$ cat src/rtl/rtc_ser_pkg.sv
package rtc_ser_pkg;

  // Phase of the current bit cycle
  typedef enum logic [2:0] {
    PH_IDLE  = 3'd0,
    PH_SETUP = 3'd1,
    PH_LOW1  = 3'd2,
    PH_LOW2  = 3'd3,
    PH_REL   = 3'd4,
    PH_GAP   = 3'd5
  } phase_e;

  // Segment of the transaction the bit belongs to
  typedef enum logic [1:0] {
    SEG_ADDR  = 2'd0,
    SEG_WDATA = 2'd1,
    SEG_RDATA = 2'd2
  } seg_e;

endpackage

$ cat src/rtl/rtc_ser_timer.sv
module rtc_ser_timer #(
  parameter int unsigned CYC = 100
) (
  input  logic clk,
  input  logic rst_n,
  input  logic load,
  output logic zero
);
  localparam int unsigned CW = $clog2(CYC + 1);
  localparam logic [CW-1:0] RELOAD = CW'(CYC - 1);

  logic [CW-1:0] cnt_q, cnt_d;
  logic          cnt_en;

  always_comb begin
    cnt_en = load || (cnt_q != '0);
    cnt_d  = load ? RELOAD : (cnt_q - 1'b1);
  end

  always_ff @(posedge clk or negedge rst_n) begin
    if (!rst_n)      cnt_q <= '0;
    else if (cnt_en) cnt_q <= cnt_d;
  end

  assign zero = (cnt_q == '0);

endmodule

$ cat src/rtl/rtc_ser_shift.sv
module rtc_ser_shift #(
  parameter int unsigned ADDR_W = 4,
  parameter int unsigned DATA_W = 8
) (
  input  logic              clk,
  input  logic              rst_n,
  input  logic              capture,
  input  logic [ADDR_W-1:0] addr,
  input  logic [DATA_W-1:0] wdata,
  input  logic              shift_tx,
  input  logic              sample,
  input  logic              io_i,
  output logic              tx_bit_d,
  output logic [DATA_W-1:0] rx_byte
);
  localparam int unsigned TX_W = ADDR_W + DATA_W;

  logic [TX_W-1:0]   tx_q, tx_d;
  logic              tx_en;
  logic [DATA_W-1:0] rx_q, rx_d;
  logic              rx_en;

  // Transmit word: address in the low bits, data above; shifted right
  always_comb begin
    tx_en = capture || shift_tx;
    tx_d  = tx_q;
    if (capture)       tx_d = {wdata, addr};
    else if (shift_tx) tx_d = {1'b0, tx_q[TX_W-1:1]};
  end

  // Receive byte: new bit enters at the top, first bit ends at bit 0
  always_comb begin
    rx_en = capture || sample;
    rx_d  = rx_q;
    if (capture)     rx_d = '0;
    else if (sample) rx_d = {io_i, rx_q[DATA_W-1:1]};
  end

  always_ff @(posedge clk or negedge rst_n) begin
    if (!rst_n)     tx_q <= '0;
    else if (tx_en) tx_q <= tx_d;
  end

  always_ff @(posedge clk or negedge rst_n) begin
    if (!rst_n)     rx_q <= '0;
    else if (rx_en) rx_q <= rx_d;
  end

  assign tx_bit_d = tx_d[0];
  assign rx_byte  = rx_q;

endmodule

$ cat src/rtl/rtc_ser_ctrl.sv
module rtc_ser_ctrl
  import rtc_ser_pkg::*;
#(
  parameter int unsigned ADDR_W   = 4,
  parameter int unsigned DATA_W   = 8,
  parameter int unsigned CMD_BASE = 14
) (
  input  logic              clk,
  input  logic              rst_n,
  input  logic              req_valid,
  input  logic              req_rd,
  input  logic [ADDR_W-1:0] req_addr,
  input  logic              tmr_zero,
  output logic              tmr_load,
  output logic              capture,
  output logic              shift_tx,
  output logic              sample,
  output phase_e            ph_d,
  output seg_e              seg_d,
  output logic              ready,
  output logic              done
);
  localparam int unsigned MAXB = (ADDR_W > DATA_W) ? ADDR_W : DATA_W;
  localparam int unsigned BW   = (MAXB > 1) ? $clog2(MAXB) : 1;
  localparam logic [ADDR_W:0] CMD_LIM = (ADDR_W + 1)'(CMD_BASE);

  phase_e          ph_q;
  seg_e            seg_q;
  logic [BW-1:0]   bit_q, bit_d;
  logic            rd_q, rd_d, cmd_q, cmd_d, done_q, done_d;
  logic            req_cmd;

  assign req_cmd = ({1'b0, req_addr} >= CMD_LIM);

  always_comb begin
    ph_d     = ph_q;
    seg_d    = seg_q;
    bit_d    = bit_q;
    rd_d     = rd_q;
    cmd_d    = cmd_q;
    done_d   = 1'b0;
    tmr_load = 1'b0;
    capture  = 1'b0;
    shift_tx = 1'b0;
    sample   = 1'b0;
    case (ph_q)
      PH_IDLE: begin
        if (req_valid) begin
          capture = 1'b1;
          ph_d    = PH_SETUP;
          seg_d   = SEG_ADDR;
          bit_d   = BW'(ADDR_W - 1);
          rd_d    = req_rd;
          cmd_d   = req_cmd;
        end
      end
      PH_SETUP: begin
        ph_d     = PH_LOW1;
        tmr_load = 1'b1;
      end
      PH_LOW1: begin
        if (tmr_zero) begin
          if (seg_q == SEG_RDATA) begin
            sample   = 1'b1;
            ph_d     = PH_LOW2;
            tmr_load = 1'b1;
          end else begin
            ph_d = PH_REL;
          end
        end
      end
      PH_LOW2: begin
        if (tmr_zero) ph_d = PH_REL;
      end
      PH_REL: begin
        ph_d     = PH_GAP;
        tmr_load = 1'b1;
      end
      PH_GAP: begin
        if (tmr_zero) begin
          if (seg_q != SEG_RDATA) shift_tx = 1'b1;
          if (bit_q != '0) begin
            bit_d = bit_q - 1'b1;
            ph_d  = PH_SETUP;
          end else if (seg_q == SEG_ADDR && !cmd_q) begin
            seg_d = rd_q ? SEG_RDATA : SEG_WDATA;
            bit_d = BW'(DATA_W - 1);
            ph_d  = PH_SETUP;
          end else begin
            ph_d   = PH_IDLE;
            done_d = 1'b1;
          end
        end
      end
      default: ph_d = PH_IDLE;
    endcase
  end

  always_ff @(posedge clk or negedge rst_n) begin
    if (!rst_n) begin
      ph_q   <= PH_IDLE;
      seg_q  <= SEG_ADDR;
      bit_q  <= '0;
      rd_q   <= 1'b0;
      cmd_q  <= 1'b0;
      done_q <= 1'b0;
    end else begin
      ph_q   <= ph_d;
      seg_q  <= seg_d;
      bit_q  <= bit_d;
      rd_q   <= rd_d;
      cmd_q  <= cmd_d;
      done_q <= done_d;
    end
  end

  assign ready = (ph_q == PH_IDLE);
  assign done  = done_q;

  AST_CMD_NO_DATA: assert property (@(posedge clk) disable iff (!rst_n)
    (ph_q != PH_IDLE && seg_q != SEG_ADDR) |-> !cmd_q);
  AST_READ_SEG_ONLY_READ: assert property (@(posedge clk) disable iff (!rst_n)
    (ph_q != PH_IDLE && seg_q == SEG_RDATA) |-> rd_q);
  AST_BUSY_HOLDS_KIND: assert property (@(posedge clk) disable iff (!rst_n)
    (ph_q != PH_IDLE && $past(ph_q) != PH_IDLE) |-> ($stable(rd_q) && $stable(cmd_q)));

endmodule

$ cat src/rtl/rtc_ser_pins.sv
module rtc_ser_pins
  import rtc_ser_pkg::*;
(
  input  logic   clk,
  input  logic   rst_n,
  input  phase_e ph_d,
  input  seg_e   seg_d,
  input  logic   tx_bit_d,
  output logic   cs_n,
  output logic   wr_n,
  output logic   rd_n,
  output logic   io_o,
  output logic   io_oe
);
  logic cs_n_d, wr_n_d, rd_n_d, io_o_d, io_oe_d;
  logic is_read, strobe_low;

  // Pin values are decoded from the next phase and registered
  always_comb begin
    is_read    = (seg_d == SEG_RDATA);
    strobe_low = (ph_d == PH_LOW1) || (ph_d == PH_LOW2);
    cs_n_d     = !(strobe_low || (ph_d == PH_REL));
    wr_n_d     = !(!is_read && (ph_d == PH_LOW1));
    rd_n_d     = !(is_read && strobe_low);
    io_oe_d    = (ph_d != PH_IDLE) && !is_read;
    io_o_d     = io_oe_d && tx_bit_d;
  end

  always_ff @(posedge clk or negedge rst_n) begin
    if (!rst_n) begin
      cs_n  <= 1'b1;
      wr_n  <= 1'b1;
      rd_n  <= 1'b1;
      io_o  <= 1'b0;
      io_oe <= 1'b0;
    end else begin
      cs_n  <= cs_n_d;
      wr_n  <= wr_n_d;
      rd_n  <= rd_n_d;
      io_o  <= io_o_d;
      io_oe <= io_oe_d;
    end
  end

endmodule

$ cat src/rtl/rtc_serial_master.sv
module rtc_serial_master
  import rtc_ser_pkg::*;
#(
  parameter int unsigned ADDR_W     = 4,
  parameter int unsigned DATA_W     = 8,
  parameter int unsigned CMD_BASE   = 14,
  parameter int unsigned STROBE_CYC = 100
) (
  input  logic              clk,
  input  logic              rst_n,
  input  logic              req_valid,
  output logic              req_ready,
  input  logic              req_rd,
  input  logic [ADDR_W-1:0] req_addr,
  input  logic [DATA_W-1:0] req_wdata,
  output logic              rsp_done,
  output logic [DATA_W-1:0] rsp_rdata,
  output logic              rtc_cs_n,
  output logic              rtc_wr_n,
  output logic              rtc_rd_n,
  output logic              rtc_io_o,
  output logic              rtc_io_oe,
  input  logic              rtc_io_i
);
  logic   rst_meta_n, rst_s_n;
  logic   tmr_load, tmr_zero, capture, shift_tx, sample, tx_bit_d;
  phase_e ph_d;
  seg_e   seg_d;

  // Asynchronous assert, synchronous release
  always_ff @(posedge clk or negedge rst_n) begin
    if (!rst_n) begin
      rst_meta_n <= 1'b0;
      rst_s_n    <= 1'b0;
    end else begin
      rst_meta_n <= 1'b1;
      rst_s_n    <= rst_meta_n;
    end
  end

  rtc_ser_timer #(.CYC(STROBE_CYC)) u_timer (
    .clk   (clk),
    .rst_n (rst_s_n),
    .load  (tmr_load),
    .zero  (tmr_zero)
  );

  rtc_ser_ctrl #(
    .ADDR_W   (ADDR_W),
    .DATA_W   (DATA_W),
    .CMD_BASE (CMD_BASE)
  ) u_ctrl (
    .clk       (clk),
    .rst_n     (rst_s_n),
    .req_valid (req_valid),
    .req_rd    (req_rd),
    .req_addr  (req_addr),
    .tmr_zero  (tmr_zero),
    .tmr_load  (tmr_load),
    .capture   (capture),
    .shift_tx  (shift_tx),
    .sample    (sample),
    .ph_d      (ph_d),
    .seg_d     (seg_d),
    .ready     (req_ready),
    .done      (rsp_done)
  );

  rtc_ser_shift #(
    .ADDR_W (ADDR_W),
    .DATA_W (DATA_W)
  ) u_shift (
    .clk      (clk),
    .rst_n    (rst_s_n),
    .capture  (capture),
    .addr     (req_addr),
    .wdata    (req_wdata),
    .shift_tx (shift_tx),
    .sample   (sample),
    .io_i     (rtc_io_i),
    .tx_bit_d (tx_bit_d),
    .rx_byte  (rsp_rdata)
  );

  rtc_ser_pins u_pins (
    .clk      (clk),
    .rst_n    (rst_s_n),
    .ph_d     (ph_d),
    .seg_d    (seg_d),
    .tx_bit_d (tx_bit_d),
    .cs_n     (rtc_cs_n),
    .wr_n     (rtc_wr_n),
    .rd_n     (rtc_rd_n),
    .io_o     (rtc_io_o),
    .io_oe    (rtc_io_oe)
  );

  AST_STROBE_BEFORE_CS: assert property (@(posedge clk) disable iff (!rst_s_n)
    $rose(rtc_cs_n) |-> ($past(rtc_wr_n) && $past(rtc_rd_n)));
  AST_DRIVE_BEFORE_WR: assert property (@(posedge clk) disable iff (!rst_s_n)
    $fell(rtc_wr_n) |-> ($past(rtc_io_oe) && rtc_io_oe && !rtc_cs_n));
  AST_IO_HOLD_WR: assert property (@(posedge clk) disable iff (!rst_s_n)
    !rtc_wr_n |-> $stable(rtc_io_o));
  AST_NO_DUAL_STROBE: assert property (@(posedge clk) disable iff (!rst_s_n)
    !rtc_wr_n |-> rtc_rd_n);
  AST_READ_RELEASED: assert property (@(posedge clk) disable iff (!rst_s_n)
    !rtc_rd_n |-> (!rtc_io_oe && !$past(rtc_io_oe)));
  AST_READY_PINS_IDLE: assert property (@(posedge clk) disable iff (!rst_s_n)
    req_ready |-> (rtc_cs_n && rtc_wr_n && rtc_rd_n && !rtc_io_oe));
  AST_DONE_PULSE: assert property (@(posedge clk) disable iff (!rst_s_n)
    rsp_done |=> !rsp_done);
  AST_DONE_READY: assert property (@(posedge clk) disable iff (!rst_s_n)
    rsp_done |-> req_ready);

endmodule

$ cat config.mk
export PLATFORM = sky130hd
export DESIGN_NAME = rtc_serial_master
export DESIGN_NICKNAME = d
export VERILOG_FILES = /design/src/rtl/rtc_ser_pkg.sv /design/src/rtl/rtc_ser_timer.sv /design/src/rtl/rtc_ser_shift.sv /design/src/rtl/rtc_ser_ctrl.sv /design/src/rtl/rtc_ser_pins.sv /design/src/rtl/rtc_serial_master.sv
export SDC_FILE = /design/constraint.sdc
export NUM_CORES = 1
export LEC_CHECK = 0
export ABC_AREA = 1
export ABC_CLOCK_PERIOD_IN_PS = 1800
export BUFFER_PORTS_ARGS = -buffer_cell sky130_fd_sc_hd__clkbuf_2
export CAP_MARGIN = 15
export CORE_ASPECT_RATIO = 1.4
export CORE_MARGIN = 2
export CORE_UTILIZATION = 56
export CTS_CLUSTER_DIAMETER = 30
export DETAILED_ROUTE_END_ITERATION = 16
export GPL_TIMING_DRIVEN = 0
export PLACE_DENSITY = 0.9
export SKIP_CTS_REPAIR_TIMING = 1
export SLEW_MARGIN = 20
export SYNTH_ARGS = -nofsm -noshare
export SYNTH_HDL_FRONTEND = slang
export SYNTH_SLANG_ARGS = --single-unit
$ cat constraint.sdc
create_clock -name clk -period 1.8 [get_ports clk]
set_input_delay 0.09 -clock clk [delete_from_list [all_inputs] [get_ports clk]]
set_output_delay 0.09 -clock clk [all_outputs]
set_load 0.02 [all_outputs]
==> metrics, run 1 <==
Remaining Overflow, GRT 0; clock root buffer clkbuf_8; Post-Synthesis Cell Area 2131 um2; DP HPWL roughly 3000 um; placed cell areas 2360 um2; Worst EP required around 2 ns; Hold Crit Class input port to flop; Tmin final around 1.7 ns; area delta synth->final 19.44%; Setup TNS Final 0 ns; VDD IR-drop max 0.9828 mV; Fmax 0.5779 GHz; crit end category flop; fin cells 325; # fillers about 270; Post-route DRC 0; Tcrit/Tclk final 96.13%; vias per inst 5.209; final std cell area, no fill approximately 2500 um2; Synth cell types 33; utilization after layout 69.85%; Clk pwr share approximately 22%; Yosys reg bits 45; Critical Path AT approximately 1.9 ns; initial core utilization about three fifths; clk_lat worst skew 0.30 ns; Seq/Total Area, Yosys 53.02%; row count 26; share of cells above drive strength 1 27.92%; Total GRT Usage 20.83%; die area 4321 um2; Die Span Y 76.99 um; first-pass GRT wire length 7031 um; Power Density 1376 nW/um2; Layout Skew 0.009887 ns; number of clock sinks 45; via count 1,693; Sw Ratio 36.58%; vias in the first global route 1,654; critical path type flop to flop; synth warn 0; highest net fanout along the worst path 7; CP startpoint kind flop; dpl cells just over 300; IO Pins 32; routed len/inst between 10 and 15 um; Core Footprint roughly 3600 um2; Fin. Hold Viols 2; initial antenna violation count 0; CTS tree yes; failing checks negative hold slack; worst-case clock buffer depth 2; Final Slew Violations 0; Leak 1.340 nW; max cap viols 0; DR pass1 iterations 4; routability congestion estimate from global placement 0.7904; # diodes 0; H-tree depth 2; Comb pwr share 33.8%; sw power 1.281 mW; syn_nets between 200 and 300; Final #Nets 302; Setup Viol. Count Final 0; outcome complete, but fails checks; synthesized instance count around 240; Port Buf Inserts 31; DR iter-0 viols roughly 60; Die X 56.13 um; Reg clk slew, reported paths around 0.09 ns; CTS Buf Count 5; final worst-path setup slack 0.06961 ns; hold_ws -0.006851 ns; dpl ws -0.05881 ns; syn avg cell area between 8 and 9 um2; cell internal pwr 2.221 mW; Pwr Total 3.502 mW; largest net degree at the start of global routing 31; Seq pwr share 44.6%; DRT antenna net count 0; WL final 4207 um
-- Yosys cell counts --
master | n | area share [%]
nor2_4 | 1 | 0.53
buf_2 | 2 | 0.47
nand2_4 | 3 | 1.6
nor2_2 | 5 | 1.5
nor2_1 | 18 | 3.2
nor4_1 | 1 | 0.29
dfrtp_1 | 42 | 49
ha_1 | 3 | 1.8
a21oi_1 | 15 | 3.5
nand2_8 | 1 | 0.94
nand4_1 | 2 | 0.59
and3_1 | 1 | 0.29
nor3_1 | 1 | 0.23
dfstp_2 | 3 | 3.7
o21ai_0 | 9 | 2.1
inv_2 | 5 | 0.88
nand2_1 | 58 | 10
buf_6 | 1 | 0.53
o32ai_1 | 1 | 0.41
conb_1 | 1 | 0.18
nand3_4 | 1 | 0.82
nand2_2 | 5 | 1.5
o21ai_1 | 6 | 1.4
nand4_2 | 1 | 0.59
inv_4 | 1 | 0.29
nor2_8 | 1 | 0.94
nand3_1 | 6 | 1.4
o221ai_1 | 6 | 2.5
inv_1 | 29 | 5.1
nand3b_1 | 1 | 0.35
nand3_2 | 2 | 0.94
a22oi_2 | 1 | 0.59
o211ai_1 | 4 | 1.4
-- power by group through the flow --
stage               sequential, mW  combinational [mW]  clock (mW)
global route                  1.60                1.35       0.813
finish                        1.56                1.18       0.756
global placement              1.58                1.09           0
CTS                           1.56                1.16       0.774
floorplan                     1.62               0.823           0
detailed placement            1.58                1.15           0
-- sequential cells by signal (all words and copies together), names as in the netlist --
signal / flops
rst_meta_n: 1
rst_s_n: 1
u_ctrl.bit_q: 3
u_ctrl.cmd_q: 1
u_ctrl.done: 1
u_ctrl.ph_q: 3
u_ctrl.rd_q: 1
u_ctrl.seg_q: 2
u_pins.cs_n: 1
u_pins.io_o: 1
u_pins.io_oe: 1
u_pins.rd_n: 1
u_pins.wr_n: 1
u_shift.rx_byte: 8
u_shift.tx_q: 12
u_timer.cnt_q: 7
-- per-layer routing --
layer	global-route usage, %	wire (um)
met5	0	0
met4	9.524	73
met3	5.396	157
met2	35.06	2184
met1	24.72	1792
-- layout make-up --
type                    count  area (um2)  share of cell area (%)
flip-flops and latches     45        1131                   44.44
clock inverters             2       38.79                   1.524
clock buffers               6       72.57                   2.852
repair buffers             38       227.7                   8.948
plain buffers               3       21.27                  0.8358
inverters                  35       133.9                   5.261
multi-input cells         154       867.1                   34.07
well taps                  42       52.55                   2.065
-- path summary, 6_finish.rpt --
kind	endpoint	depth (start not counted)	slack [ns]	startpoint
worst max-delay path	u_pins.io_oe$_DFF_PN0_	11	0.07	u_timer.cnt_q[0]$_DFFE_PN0P_
max in group asynchronous	u_pins.rd_n$_DFF_PN1_	1	1.09	rst_s_n$_DFF_PN0_
worst max register to register	u_pins.io_oe$_DFF_PN0_	11	0.07	u_timer.cnt_q[0]$_DFFE_PN0P_
min in group asynchronous	rst_meta_n$_DFF_PN0_	2	0.10	rst_n
worst min-delay path	u_shift.tx_q[10]$_DFFE_PN0P_	3	-0.007	req_wdata[6]
worst min register to register	u_ctrl.rd_q$_DFFE_PN0P_	0	0.16	rst_s_n$_DFF_PN0_
-- critical path, cell delays in order (launching register included) --
cell and delay, ns:
dfrtp_1 0.39, inv_1 0.10, ha_2 0.20, inv_1 0.06, nor2_1 0.12, nand3_2 0.18, nand2_1 0.11, nand2_1 0.08
nor2_4 0.14, nand4_2 0.11, nand2_2 0.08, inv_1 0.04
-- kinds of logic (layout without fill, tap and decap cells) --
| group | after synthesis | count (layout) | share of synthesized area (%) |
|---|---|---|---|
| other | 1 | 1 | 0.1760 |
| flip-flops | 45 | 45 | 53.02 |
| AO/OA/AOI/OAI | 42 | 42 | 11.92 |
| buffers and inverters | 38 | 84 | 7.281 |
| adder cells (fa/ha/maj) | 3 | 3 | 1.762 |
| AND/OR/NAND/NOR | 108 | 108 | 25.84 |
-- placed cells by master, fill, tap and decap left out, types with 4 or more instances in the layout --
cell / synthesis / layout
nand2_2: 5 / 5
o211ai_1: 4 / 4
nor2_1: 18 / 18
o21ai_1: 6 / 6
clkbuf_8: 0 / 5
inv_2: 5 / 5
o221ai_1: 6 / 6
o21ai_0: 9 / 9
dfrtp_1: 42 / 41
clkbuf_2: 0 / 31
nand3_1: 6 / 5
nand2_1: 58 / 58
a21oi_1: 15 / 14
inv_1: 29 / 29
Power figures use the tool's default switching activity.
==> inputs of run 2 (changes only) <==
--- a/config.mk
+++ b/config.mk
@@ -15,7 +15,9 @@
 export CTS_CLUSTER_DIAMETER = 30
 export DETAILED_ROUTE_END_ITERATION = 16
 export GPL_TIMING_DRIVEN = 0
+export HOLD_SLACK_MARGIN = 0.1
 export PLACE_DENSITY = 0.9
+export RECOVER_POWER = 50
 export SKIP_CTS_REPAIR_TIMING = 1
 export SLEW_MARGIN = 20
 export SYNTH_ARGS = -nofsm -noshare
==> run 2 against run 1 <==
Net effect: the flow now finishes without violations; core utilization increased by 2.4 points; design area is 3.4% higher; combinational power barely moved; via count is 4.5% higher; critical path depth is the same; critical endpoint unchanged; routed wire length up 6.6%; highest routed layer unchanged; setup slack got worse by 0.010 ns; register-to-register slack is essentially flat; critical path type unchanged.
==> metrics, run 2 (synthesis gave the netlist of run 1 again) <==
clock root buffer clkbuf_8; cell depth of the worst flop-to-flop path 11; Leak 1.368 nW; Post-route DRC 0; WL final 4484 um; initial core utilization 58.48%; crit end category flop; Setup TNS Final 0 ns; Layout Skew about 0.011 ns; Hold Crit Class input port to async pin; Levels on crit path 11; number of flip-flops under the largest register name 12; initial antenna violation count 0; most frequent CP cell inv_1; vias per inst 5.265; CTS Buf Count 5; FF/Latch Area 1130 um2; highest net fanout along the worst path 7; hold_ws roughly 0.095 ns; Final Slew Violations 0; routability congestion estimate from global placement ~0.79; Tcrit/Tclk final 96.70%; critical path type flop to flop; Die X 56.13 um; DP HPWL 2964 um; outcome completed; worst-case clock buffer depth 2; CP startpoint kind flop; share of cells above drive strength 1 24.49%; number of clock sinks 45; Slowest cell on crit path dfrtp_1; DR iter-0 viols 61; Buffers & Inverters on Critical Path 3; most frequent cells in the layout 58 x nand2_1, 42 x dfrtp_1, 30 x inv_1, 27 x clkbuf_2, 18 x nor2_1; Reg clk slew, reported paths 0.08 ns; first-pass GRT wire length 7031 um; Tmin final between 1.5 and 2 ns; Core Footprint around 3600 um2; routed len/inst 13.35 um; dpl ws -0.05881 ns; DR pass1 iterations 4; max cap viols 0; Fmax 0.5745 GHz; clk_lat worst skew 0.31 ns; area delta synth->final 23.55%; Worst path max stage delay 0.39 ns; row count 26; Port Buf Inserts 31; largest net degree at the start of global routing 31; DRT antenna net count 0; area of the multi-input gates 867.1 um2; # fillers 252; Pwr Total 3.527 mW; die area 4321 um2; Power Density 1340 nW/um2; Setup Viol. Count Final 0; commonest non-fill, non-tap cell in the layout nand2_1; IO Pins 32; fin cells 336; Biggest register u_shift.tx_q; CP cell instances inv_1 -> ha_2 -> inv_1 -> nor2_1 -> nand3_2 -> nand2_1 -> nand2_1 -> nor2_4 -> nand4_2 -> nand2_2 -> inv_1; Slew @ Worst Pin 0.7440 ns; VDD IR-drop max just under 1 mV; CTS tree yes; family with the most delay on the worst path simple AND/OR/NAND/NOR gates; Fin. Hold Viols 0; Final #Nets 313; vias in the first global route around 1,700; Die Span Y roughly 77 um; relative slew slack 50.40%; Worst EP required 2.00 ns; Remaining Overflow, GRT 0; Total GRT Usage 20.83%; final worst-path setup slack about 0.059 ns; via count 1,769; # diodes 0; H-tree depth 2; Critical Path AT 1.94 ns; dpl cells 311
[run 2: cell types whose count changed in the layout (fill, tap and decap cells not counted), sizes merged]
cell	before	now
dlygate4sd3	3	14
buf	7	6
clkbuf	37	38
[run 2: area by class of cell]
type                            count  share of cell area [%]
Buffer                              3                  0.8080
Inverter                           35                   5.086
Timing Repair Buffer               49                   12.02
Tap cell                           42                   1.996
Clock inverter                      2                   1.473
Clock buffer                        6                   2.757
Sequential cell                    45                   42.92
Multi-Input combinational cell    154                   32.94
[run 2: per-layer routing]
layer  track usage, %  wire length, um
met2            35.06             2371
met3            5.396              160
met5                0                0
met4            9.524              103
met1            24.72             1849
[run 2: worst register-to-register path: cells and delay by family, from the launching register on]
family	cells	cell delay, ns
fa+ha+maj	1	0.20
simple gates	7	0.84
flops	1	0.39
buf+inv	3	0.21
[run 2: stage by stage]
| step | cell area (um2) | utilization (%) |
|---|---|---|
| after floorplan | 2131 | - |
| after global placement | 2338 | 64.18 |
| after detailed placement | 2360 | 64.77 |
| after CTS | 2471 | 67.82 |
| after global routing | 2633 | 72.25 |
| final | 2633 | 72.25 |
[run 2: report_power, final]
| part | leakage (nW) | switching (mW) | internal (mW) |
|---|---|---|---|
| Combinational | 0.758 | 0.745 | 0.455 |
| Clock | 0.0554 | 0.348 | 0.417 |
| Sequential | 0.554 | 0.207 | 1.36 |
| Total | 1.37 | 1.30 | 2.23 |
[run 2: worst paths after layout]
path / from / to / slack [ns]
worst max-delay path: u_timer.cnt_q[0]$_DFFE_PN0P_ / u_pins.io_oe$_DFF_PN0_ / 0.06
worst min-delay path: rst_n / rst_meta_n$_DFF_PN0_ / 0.1
worst max register to register: u_timer.cnt_q[0]$_DFFE_PN0P_ / u_pins.io_oe$_DFF_PN0_ / 0.06
worst min register to register: rst_s_n$_DFF_PN0_ / u_shift.tx_q[1]$_DFFE_PN0P_ / 0.22
max in group asynchronous: rst_s_n$_DFF_PN0_ / u_timer.cnt_q[2]$_DFFE_PN0P_ / 0.46
min in group clk: req_addr[0] / u_shift.tx_q[0]$_DFFE_PN0P_ / 0.10
